<file path="src/rtl/vls_pkg.sv">
package vls_pkg;

  typedef enum logic {
    STD_60 = 1'b0,
    STD_50 = 1'b1
  } vstd_e;

  // Clocks per scanline for a given clock, frame rate and frame height.
  function automatic int unsigned clocks_per_line(
    input longint unsigned clk_hz,
    input int unsigned     rate,
    input int unsigned     lines
  );
    return int'(clk_hz / (longint'(rate) * longint'(lines)));
  endfunction

endpackage

</file>
<file path="src/rtl/vls_line_timer.sv">
module vls_line_timer #(
  parameter int unsigned PER_A = 16,
  parameter int unsigned PER_B = 16,
  localparam int unsigned PER_MAX = (PER_A > PER_B) ? PER_A : PER_B,
  localparam int unsigned CW = (PER_MAX > 2) ? $clog2(PER_MAX) : 1
) (
  input  logic clk,
  input  logic rst_n,
  input  logic std_q,
  output logic line_stb
);

  localparam logic [CW-1:0] LAST_A = CW'(PER_A - 1);
  localparam logic [CW-1:0] LAST_B = CW'(PER_B - 1);

  logic [CW-1:0] cnt_q, cnt_d, last_sel;
  logic          stb_d;

  generate
    if (PER_A == PER_B) begin : g_same_period
      assign last_sel = LAST_A;
    end else begin : g_two_periods
      assign last_sel = std_q ? LAST_B : LAST_A;
    end
  endgenerate

  always_comb begin
    stb_d = (cnt_q >= last_sel);
    cnt_d = stb_d ? '0 : cnt_q + 1'b1;
  end

  always_ff @(posedge clk or negedge rst_n) begin
    if (!rst_n) begin
      cnt_q    <= '0;
      line_stb <= 1'b0;
    end else begin
      cnt_q    <= cnt_d;
      line_stb <= stb_d;
    end
  end

  // a line pulse is only ever issued together with a restarted divider
  a_r1_stb_restart: assert property (@(posedge clk) disable iff (!rst_n)
    line_stb |-> (cnt_q == '0));
  // the divider never runs past the period in effect
  a_r1_cnt_range: assert property (@(posedge clk) disable iff (!rst_n)
    cnt_q <= last_sel);
  // single-cycle line pulse
  a_r8_line_single: assert property (@(posedge clk) disable iff (!rst_n)
    line_stb |=> !line_stb);

endmodule

</file>
<file path="src/rtl/vls_frame_ctr.sv">
module vls_frame_ctr #(
  parameter int unsigned LINES_A = 263,
  parameter int unsigned BLANK_A = 240,
  parameter int unsigned LINES_B = 313,
  parameter int unsigned BLANK_B = 256,
  localparam int unsigned LMAX = (LINES_A > LINES_B) ? LINES_A : LINES_B,
  localparam int unsigned LW = $clog2(LMAX)
) (
  input  logic          clk,
  input  logic          rst_n,
  input  logic          line_stb,
  input  logic          std_sel,
  output logic [LW-1:0] line_num,
  output logic          vblank,
  output logic          frame_stb,
  output logic          std_q
);

  localparam logic [LW-1:0] LAST_A = LW'(LINES_A - 1);
  localparam logic [LW-1:0] LAST_B = LW'(LINES_B - 1);
  localparam logic [LW-1:0] VB_A   = LW'(BLANK_A);
  localparam logic [LW-1:0] VB_B   = LW'(BLANK_B);

  logic [LW-1:0] line_d, last_sel, blank_sel, line_inc;
  logic          vb_d, fs_d, std_d, line_en;

  assign last_sel  = std_q ? LAST_B : LAST_A;
  assign blank_sel = std_q ? VB_B : VB_A;
  assign line_inc  = line_num + 1'b1;
  assign line_en   = line_stb;

  always_comb begin
    line_d = line_num;
    vb_d   = vblank;
    std_d  = std_q;
    fs_d   = 1'b0;
    if (line_en) begin
      if (line_num == last_sel) begin
        line_d = '0;
        vb_d   = 1'b0;
        fs_d   = 1'b1;
        std_d  = std_sel;
      end else begin
        line_d = line_inc;
        if (line_inc == blank_sel) vb_d = 1'b1;
      end
    end
  end

  always_ff @(posedge clk or negedge rst_n) begin
    if (!rst_n) begin
      line_num  <= '0;
      vblank    <= 1'b0;
      frame_stb <= 1'b0;
      std_q     <= 1'b0;
    end else begin
      frame_stb <= fs_d;
      if (line_en) begin
        line_num <= line_d;
        vblank   <= vb_d;
        std_q    <= std_d;
      end
    end
  end

  // without a line pulse the line number does not move
  a_r2_hold: assert property (@(posedge clk) disable iff (!rst_n)
    !line_stb |=> $stable(line_num));
  // a frame start always shows line zero outside blanking
  a_r3_wrap_zero: assert property (@(posedge clk) disable iff (!rst_n)
    frame_stb |-> (line_num == '0 && !vblank));
  // blanking only starts on the standard's blanking line
  a_r4_vb_start: assert property (@(posedge clk) disable iff (!rst_n)
    $rose(vblank) |-> (line_num == blank_sel));
  // the standard changes only with a frame start
  a_r6_std_hold: assert property (@(posedge clk) disable iff (!rst_n)
    !frame_stb |-> $stable(std_q));
  // single-cycle frame pulse
  a_r8_frame_single: assert property (@(posedge clk) disable iff (!rst_n)
    frame_stb |=> !frame_stb);

endmodule

</file>
<file path="src/rtl/vls_tick_div.sv">
module vls_tick_div #(
  parameter int unsigned DIV = 32,
  localparam int unsigned AW = (DIV > 2) ? $clog2(DIV) : 1
) (
  input  logic clk,
  input  logic rst_n,
  input  logic en,
  output logic tick
);

  localparam logic [AW-1:0] LAST = AW'(DIV - 1);

  logic [AW-1:0] cnt_q, cnt_d;
  logic          tick_d;

  always_comb begin
    tick_d = en && (cnt_q == LAST);
    cnt_d  = cnt_q;
    if (en) cnt_d = (cnt_q == LAST) ? '0 : cnt_q + 1'b1;
  end

  always_ff @(posedge clk or negedge rst_n) begin
    if (!rst_n) begin
      cnt_q <= '0;
      tick  <= 1'b0;
    end else begin
      tick <= tick_d;
      if (en) cnt_q <= cnt_d;
    end
  end

  // the audio tick follows a line pulse
  a_r5_tick_after_line: assert property (@(posedge clk) disable iff (!rst_n)
    tick |-> $past(en));
  // after a tick the count has restarted
  a_r5_tick_restart: assert property (@(posedge clk) disable iff (!rst_n)
    tick |-> (cnt_q == '0));
  // single-cycle audio pulse
  a_r8_audio_single: assert property (@(posedge clk) disable iff (!rst_n)
    tick |=> !tick);

endmodule

</file>
<file path="src/rtl/vid_line_seq.sv">
module vid_line_seq #(
  parameter longint unsigned CLK_HZ = 33868800,
  parameter int unsigned RATE_A      = 60,
  parameter int unsigned LINES_A     = 263,
  parameter int unsigned BLANK_A     = 240,
  parameter int unsigned RATE_B      = 50,
  parameter int unsigned LINES_B     = 313,
  parameter int unsigned BLANK_B     = 256,
  parameter int unsigned AUDIO_LINES = 32,
  localparam int unsigned LMAX = (LINES_A > LINES_B) ? LINES_A : LINES_B,
  localparam int unsigned LW   = $clog2(LMAX)
) (
  input  logic          clk,
  input  logic          rst_n,
  input  logic          std_sel,
  output logic          line_stb,
  output logic [LW-1:0] line_num,
  output logic          vblank,
  output logic          frame_stb,
  output logic          audio_stb
);

  import vls_pkg::*;

  localparam int unsigned PER_A = clocks_per_line(CLK_HZ, RATE_A, LINES_A);
  localparam int unsigned PER_B = clocks_per_line(CLK_HZ, RATE_B, LINES_B);

  logic std_q;

  vls_line_timer #(
    .PER_A (PER_A),
    .PER_B (PER_B)
  ) u_timer (
    .clk      (clk),
    .rst_n    (rst_n),
    .std_q    (std_q),
    .line_stb (line_stb)
  );

  vls_frame_ctr #(
    .LINES_A (LINES_A),
    .BLANK_A (BLANK_A),
    .LINES_B (LINES_B),
    .BLANK_B (BLANK_B)
  ) u_frame (
    .clk       (clk),
    .rst_n     (rst_n),
    .line_stb  (line_stb),
    .std_sel   (std_sel),
    .line_num  (line_num),
    .vblank    (vblank),
    .frame_stb (frame_stb),
    .std_q     (std_q)
  );

  vls_tick_div #(
    .DIV (AUDIO_LINES)
  ) u_audio (
    .clk   (clk),
    .rst_n (rst_n),
    .en    (line_stb),
    .tick  (audio_stb)
  );

  // an audio tick coincides with a line advance
  a_r5_audio_with_advance: assert property (@(posedge clk) disable iff (!rst_n)
    audio_stb |-> $past(line_stb));
  // blanking never spans a frame start
  a_r4_vb_clear_on_frame: assert property (@(posedge clk) disable iff (!rst_n)
    frame_stb |-> !vblank);

endmodule

</file>
<file path="config.mk">
export PLATFORM = sky130hd
export DESIGN_NAME = vid_line_seq
export DESIGN_NICKNAME = d
export VERILOG_FILES = /design/src/rtl/vls_pkg.sv /design/src/rtl/vls_line_timer.sv /design/src/rtl/vls_frame_ctr.sv /design/src/rtl/vls_tick_div.sv /design/src/rtl/vid_line_seq.sv
export SDC_FILE = /design/constraint.sdc
export NUM_CORES = 1
export LEC_CHECK = 0
export BUFFER_PORTS_ARGS = -buffer_cell sky130_fd_sc_hd__buf_2
export CAP_MARGIN = 20
export CORE_MARGIN = 3
export CORE_UTILIZATION = 58
export DETAILED_ROUTE_END_ITERATION = 8
export PLACE_DENSITY = 0.79
export SLEW_MARGIN = 0
export SYNTH_ARGS = -nofsm -noshare
export SYNTH_HDL_FRONTEND = slang
export SYNTH_SLANG_ARGS = --single-unit
</file>
<file path="constraint.sdc">
create_clock -name clk -period 2.62 [get_ports clk]
set_input_delay 0.655 -clock clk [delete_from_list [all_inputs] [get_ports clk]]
set_output_delay 0.655 -clock clk [all_outputs]
set_load 0.03 [all_outputs]
</file>
==> results of run 1 <==
[synth_stat cells, drive strengths merged]
cell type  count  area [sq um]
nor2          13          48.8
o22ai          3          18.8
nor3b          1          7.51
a2111oi        1          27.5
inv            5          18.8
mux2i          2          20.0
and2           3          18.8
a211o          1          8.76
o21a           2          15.0
nor2b          5          31.3
a21oi          5          25.0
o2bb2ai        2          17.5
clkbuf         7          35.0
a31oi          1          6.26
or2            1          6.26
and3          10          62.6
nand2          9          36.3
nor4           2          12.5
xnor2          6          52.6
a22o           2          17.5
nand2b         4          25.0
a2111o         1          11.3
nand3          9          50.1
nand4          4          25.0
a41o           1          10.0
dfrtp         31           776
o311a          1          10.0
nand4b         2          17.5
ha             6          75.1
buf            2          16.3
and4bb         1          12.5
mux2           4          48.8
o21ai          6          30.0
a311oi         1          8.76
xor2           7          61.3
nand3b         1          7.51
[per-stage QoR]
stage,setup WS [ns],total power [W],instances
final,0.598,0.000753,207
after global routing,0.427,0.000789,207
after CTS,0.602,0.000766,207
after detailed placement,0.617,0.000505,199
after global placement,0.623,0.000505,199
after floorplan,0.632,0.000493,162
[metal layers]
layer | GRT usage, % | up-vias
li1 | - | 606
met1 | 26.8 | 596
met2 | 34.4 | 28
met3 | 5.83 | 6
met4 | 8.54 | 0
met5 | 0 | -
[layout make-up]
| class | instances | area share (%) |
|---|---|---|
| multi-input combinational | 117 | 46.1 |
| sequential | 31 | 43.3 |
| timing repair buffer | 16 | 4.61 |
| clock buffer | 7 | 2.52 |
| tap | 30 | 2.10 |
| inverter | 5 | 1.05 |
| clock inverter | 1 | 0.280 |
[cell families (layout without fill, tap and decap cells)]
family,after synthesis,after routing,synth area share [%]
DFF,31,31,46.4
adders and majority gates,6,6,4.49
xor gates and xnor gates,13,13,6.81
and+or+nand+nor,65,65,21.6
muxes,6,6,4.12
buffers and inverters,14,29,4.19
AOI/OAI and AO/OA,27,27,12.4
[power breakdown]
part | internal, W | switching (W) | leakage, nW
clock | 0.000104 | 0.000154 | 0.0293
sequential | 0.000479 | 0.000000882 | 0.416
combinational | 0.00000393 | 0.0000113 | 0.431
total | 0.000587 | 0.000166 | 0.877
[sequential cells by signal (all words and copies together) (netlist names)]
signal and count:
u_timer.line_stb 1, u_frame.line_num 9, u_frame.frame_stb 1, u_frame.vblank 1
u_timer.cnt_q 12, u_audio.cnt_q 5, u_frame.std_q 1, u_audio.tick 1
[worst max-delay path, cell delays in order, from the launching register on]
cell,delay (ns)
dfrtp_1,0.48
and4bb_1,0.32
nand3_2,0.10
a2111oi_4,0.55
nand2_2,0.14
mux2_4,0.32
[worst paths after layout]
kind | endpoint | slack (ns) | cells after the start
max in group asynchronous | u_timer.cnt_q[0] | 1.83 | 1
min in group clk | u_timer.cnt_q[11] | 0.47 | 1
min | u_frame.vblank | 0.35 | 1
max reg2reg | u_frame.std_q | 0.60 | 5
min reg2reg | u_timer.cnt_q[11] | 0.47 | 1
max | u_frame.std_q | 0.60 | 5
==> impl_metrics.toml, run 1 <==
[routing]
wl_met2_mm = 1.46
highest_layer = "met4"
vias = 1236
drt_first_pass_iters = 4
routedWlPerCell_um = 15.0
drt_iter0_drc = 79
antenna_left = 0
viasPerCell = 5.97
drcViolationCount = 0
drt-total-wl_mm = 3.10
dr_wl_met3_um = 139
drt-met1-wl_mm = 1.44

[clocking]
cts_resized = 0
root_buffer = "clkbuf_4"
post_cts_buffers = 0
cts.reportedPaths.clkPinSlew_ns = 0.09
cts_tree = "built"
cts_made_buffers = 5
cts.sinks = 31
cts_max_level = 2
clk-insertion-delay-late_ns = 0.33
ctsHoldBuffers = 0
ctsLongestPathBuffers = 2

[timing]
rsz0062_at_grt = "false"
holdWs_ns = 0.354
setup_tns_ns = 0
worst_pin_slew_ns = 0.677
finalHoldViolCount = 0
fin_worst_skew_ns = 0.00622
fmax_mhz = 494
period_share_pct = 77.2
min_period_ns = 2.02
maxSlewViolCount = 0
slew_headroom_pct = 54.8
setup_viol = 0

[floorplanning]
dieArea_sq_mm = 0.00356
die_h_um = 59.7
core_area_sq_mm = 0.00261
initial_core_util_pct = 64.0
die_x_um = 59.7
num_io_pins = 16
rows = 18

[worst_setup_path]
worstPathMaxFanout = 10
cp-end-kind = "register"
critical_path_required_ns = 2.84
critPathKind = "register to register"
crit_start = "u_frame.line_num[2]"
worstReg2RegStart = "u_frame.line_num[2]"
start_kind = "register"
cp.arrival_ns = 2.24

[placed_design]
portBuffers = 15
place_area_sq_mm = 0.00174
gp_congestion = 0.862
dp_hpwl_mm = 2.20

[finish]
multiInputGateArea_sq_um = 826
drive_gt1_share_pct = 16.9
mostFrequentLayoutCells = "31 x dfrtp_1, 15 x buf_2, 13 x nor2_1"
fillers = 205
layout_commonest_cell = "dfrtp_1"
antennaDiodeCount = 0
areaGrowthSynthToFinish_pct = 7.11
regArea_sq_um = 776
fin_area_sq_mm = 0.00179
nets = 185
fin_util_pct = 68.5

[logic_synthesis]
synth_cells = 162
seq_area_frac_synth_pct = 46.4
syn-cell-area_sq_mm = 0.00167
ys_ff_latch = 31
mappedNetlistNets = 171
ys_warn_count = 0
avgSynthCellArea_sq_um = 10.3
yosysUniqueCellTypes = 42

[power_and_ir_drop]
power_density_mw_per_mm2 = 421
p_leak_nw = 0.877
ir_drop_mv = 0.455

[global_routing]
grt_use_total_pct = 21.3
grt_max_degree = 32
grt_pass1_wl_mm = 5.63
antenna_found_initial = 0
grt_pass1_vias = 1250
grt-ovfl-total = 0

[worst_hold_path]
min_path_type = "primary input to asynchronous set/reset pin"

[job]
cap_violations = 0

[outcome]
status = "finished clean"
Power figures use the tool's default switching activity.
==> run 2, diff against run 1 <==
Clock period 2.62 ns to 1.9 ns, I/O delays scaled along.
==> run 2 against run 1 <==
Flip-flop and latch count did not move. Cell area rose by 7.6%. Largest power group unchanged. Routed wire length rose by 12%.
==> impl_metrics.toml, run 2 (synthesis gave the netlist of run 1 again) <==
[finish]
top_regs = "u_timer.cnt_q: 12 flops, u_frame.line_num: 9 flops, u_audio.cnt_q: 5 flops"
largest_reg_flops = 12
fillers = 195
nets = 199
antennaDiodeCount = 0
mostFrequentLayoutCells = "27 x dfrtp_1, 15 x buf_2, 15 x buf_4"
layout_commonest_cell = "dfrtp_1"
fin_area_sq_mm = 0.00193
drive_gt1_share_pct = 27.9
areaGrowthSynthToFinish_pct = 15.3
top_register = "u_timer.cnt_q"

[global_routing]
antenna_found_initial = 0
grt_max_degree = 32
grt-ovfl-total = 0
grt_pass1_vias = 1336
grt_pass1_wl_mm = 5.94
grt_use_total_pct = 22.3

[routing]
drcViolationCount = 0
vias = 1325
drt-total-wl_mm = 3.47
antenna_left = 0
drt_first_pass_iters = 4
viasPerCell = 6.02
routedWlPerCell_um = 15.8
drt_iter0_drc = 64

[clocking]
cts_max_level = 2
clk-insertion-delay-late_ns = 0.33
cts.sinks = 31
cts_made_buffers = 5
root_buffer = "clkbuf_4"
ctsLongestPathBuffers = 2
ctsHoldBuffers = 0
cts.reportedPaths.clkPinSlew_ns = 0.10
cts_tree = "built"

[power_and_ir_drop]
power_w = 0.00107
p_int_w = 0.000839
combPwrFrac_pct = 2.3
p_sw_share_pct = 21.5
switchingPower_w = 0.000230
p_leak_nw = 0.954
clkPwrFrac_pct = 35.8
ir_drop_mv = 0.477
power_density_mw_per_mm2 = 554
seq_power_share_pct = 61.9

[worst_setup_path]
start_kind = "register"
critical_path_required_ns = 2.13
max_stage_delay_ns = 0.52
critical-path-top-delay-family = "compound AO/OA/AOI/OAI gates"
cp.buffers_inverters = 1
path_cells = "nor2_1, nand4_1, a2111oi_4, buf_4, o21ai_0, o2bb2ai_1"
reg2reg_slack_ns = 0.10
worstPathMaxFanout = 5
cp-end-kind = "register"
cp.arrival_ns = 2.03
slowest_stage = "a2111oi_4"
critPathKind = "register to register"

[floorplanning]
die_x_um = 59.7
die_h_um = 59.7
initial_core_util_pct = 64.0
num_io_pins = 16
core_area_sq_mm = 0.00261
rows = 18
dieArea_sq_mm = 0.00356

[timing]
rsz0062_at_grt = "false"
min_period_ns = 1.80
setup_viol = 0
slew_headroom_pct = 56.1
finalHoldViolCount = 0
fmax_mhz = 557
worst_pin_slew_ns = 0.659
maxSlewViolCount = 0
fin_worst_skew_ns = 0.0166
period_share_pct = 94.5
holdWs_ns = 0.154

[job]
cap_violations = 0

[placed_design]
gp_congestion = 0.879
place_area_sq_mm = 0.00184
dp_hpwl_mm = 2.43
portBuffers = 15

[outcome]
status = "finished clean"

[worst_hold_path]
min_path_type = "primary input to asynchronous set/reset pin"
## run 2: cell types whose count changed in the layout (fill, tap and decap cells not counted), sizes merged
cell	before	now
buf	16	30
clkbuf	7	6
## run 2: cell type report
cell class / count / area (sq um) / share of cell area, %
multi-input combinational: 117 / 846 / 43.9
clock inverter: 1 / 5.00 / 0.260
timing repair buffer: 30 / 188 / 9.74
inverter: 5 / 18.8 / 0.974
tap: 30 / 37.5 / 1.95
clock buffer: 6 / 51.3 / 2.66
sequential: 31 / 781 / 40.5
## run 2: worst paths after layout
path	from	end	cells past startpoint
max	u_frame.line_num[4]	u_frame.line_num[5]	6
min	rst_n	u_frame.line_num[5]	1
max reg2reg	u_frame.line_num[4]	u_frame.line_num[5]	6
min reg2reg	u_timer.cnt_q[11]	u_timer.cnt_q[11]	1
max in group asynchronous	rst_n	u_frame.line_num[0]	1
min in group clk	std_sel	u_frame.std_q	2
## run 2: metrics by stage
stage	setup TNS, ns	setup WS, ns	util (%)	instances
final	0	0.105	73.8	220
after detailed placement	-0.0437	-0.0230	70.5	212
after global placement	0	0.0872	70.5	212
after floorplan	-0.0703	-0.0576	-	162
after CTS	0	0.0212	72.8	219
after global routing	0	0.00621	73.8	220
## run 2: metal layers
layer	vias up	part of all wire (%)	global-route usage (%)	wire length, um
li1	628	-	-	-
met1	638	44	28.5	1510
met2	50	48	37.0	1670
met3	9	6.7	4.32	233
met4	0	1.7	9.18	58
met5	-	0	0	0
## run 2: power groups by stage
stage	combinational, W	sequential, W	clock (W)
after CTS	0.0000244	0.000661	0.000392
final	0.0000242	0.000661	0.000383
after global placement	0.0000231	0.000674	0
after floorplan	0.00000611	0.000674	0
after detailed placement	0.0000243	0.000674	0
after global routing	0.0000287	0.000662	0.000412
## run 2: repair_timing
action,CTS,global route
pin swaps,0,3
setup buffers,0,1
cloned,0,0
gates resized for setup,2,4
setup endpoints to repair,11,16
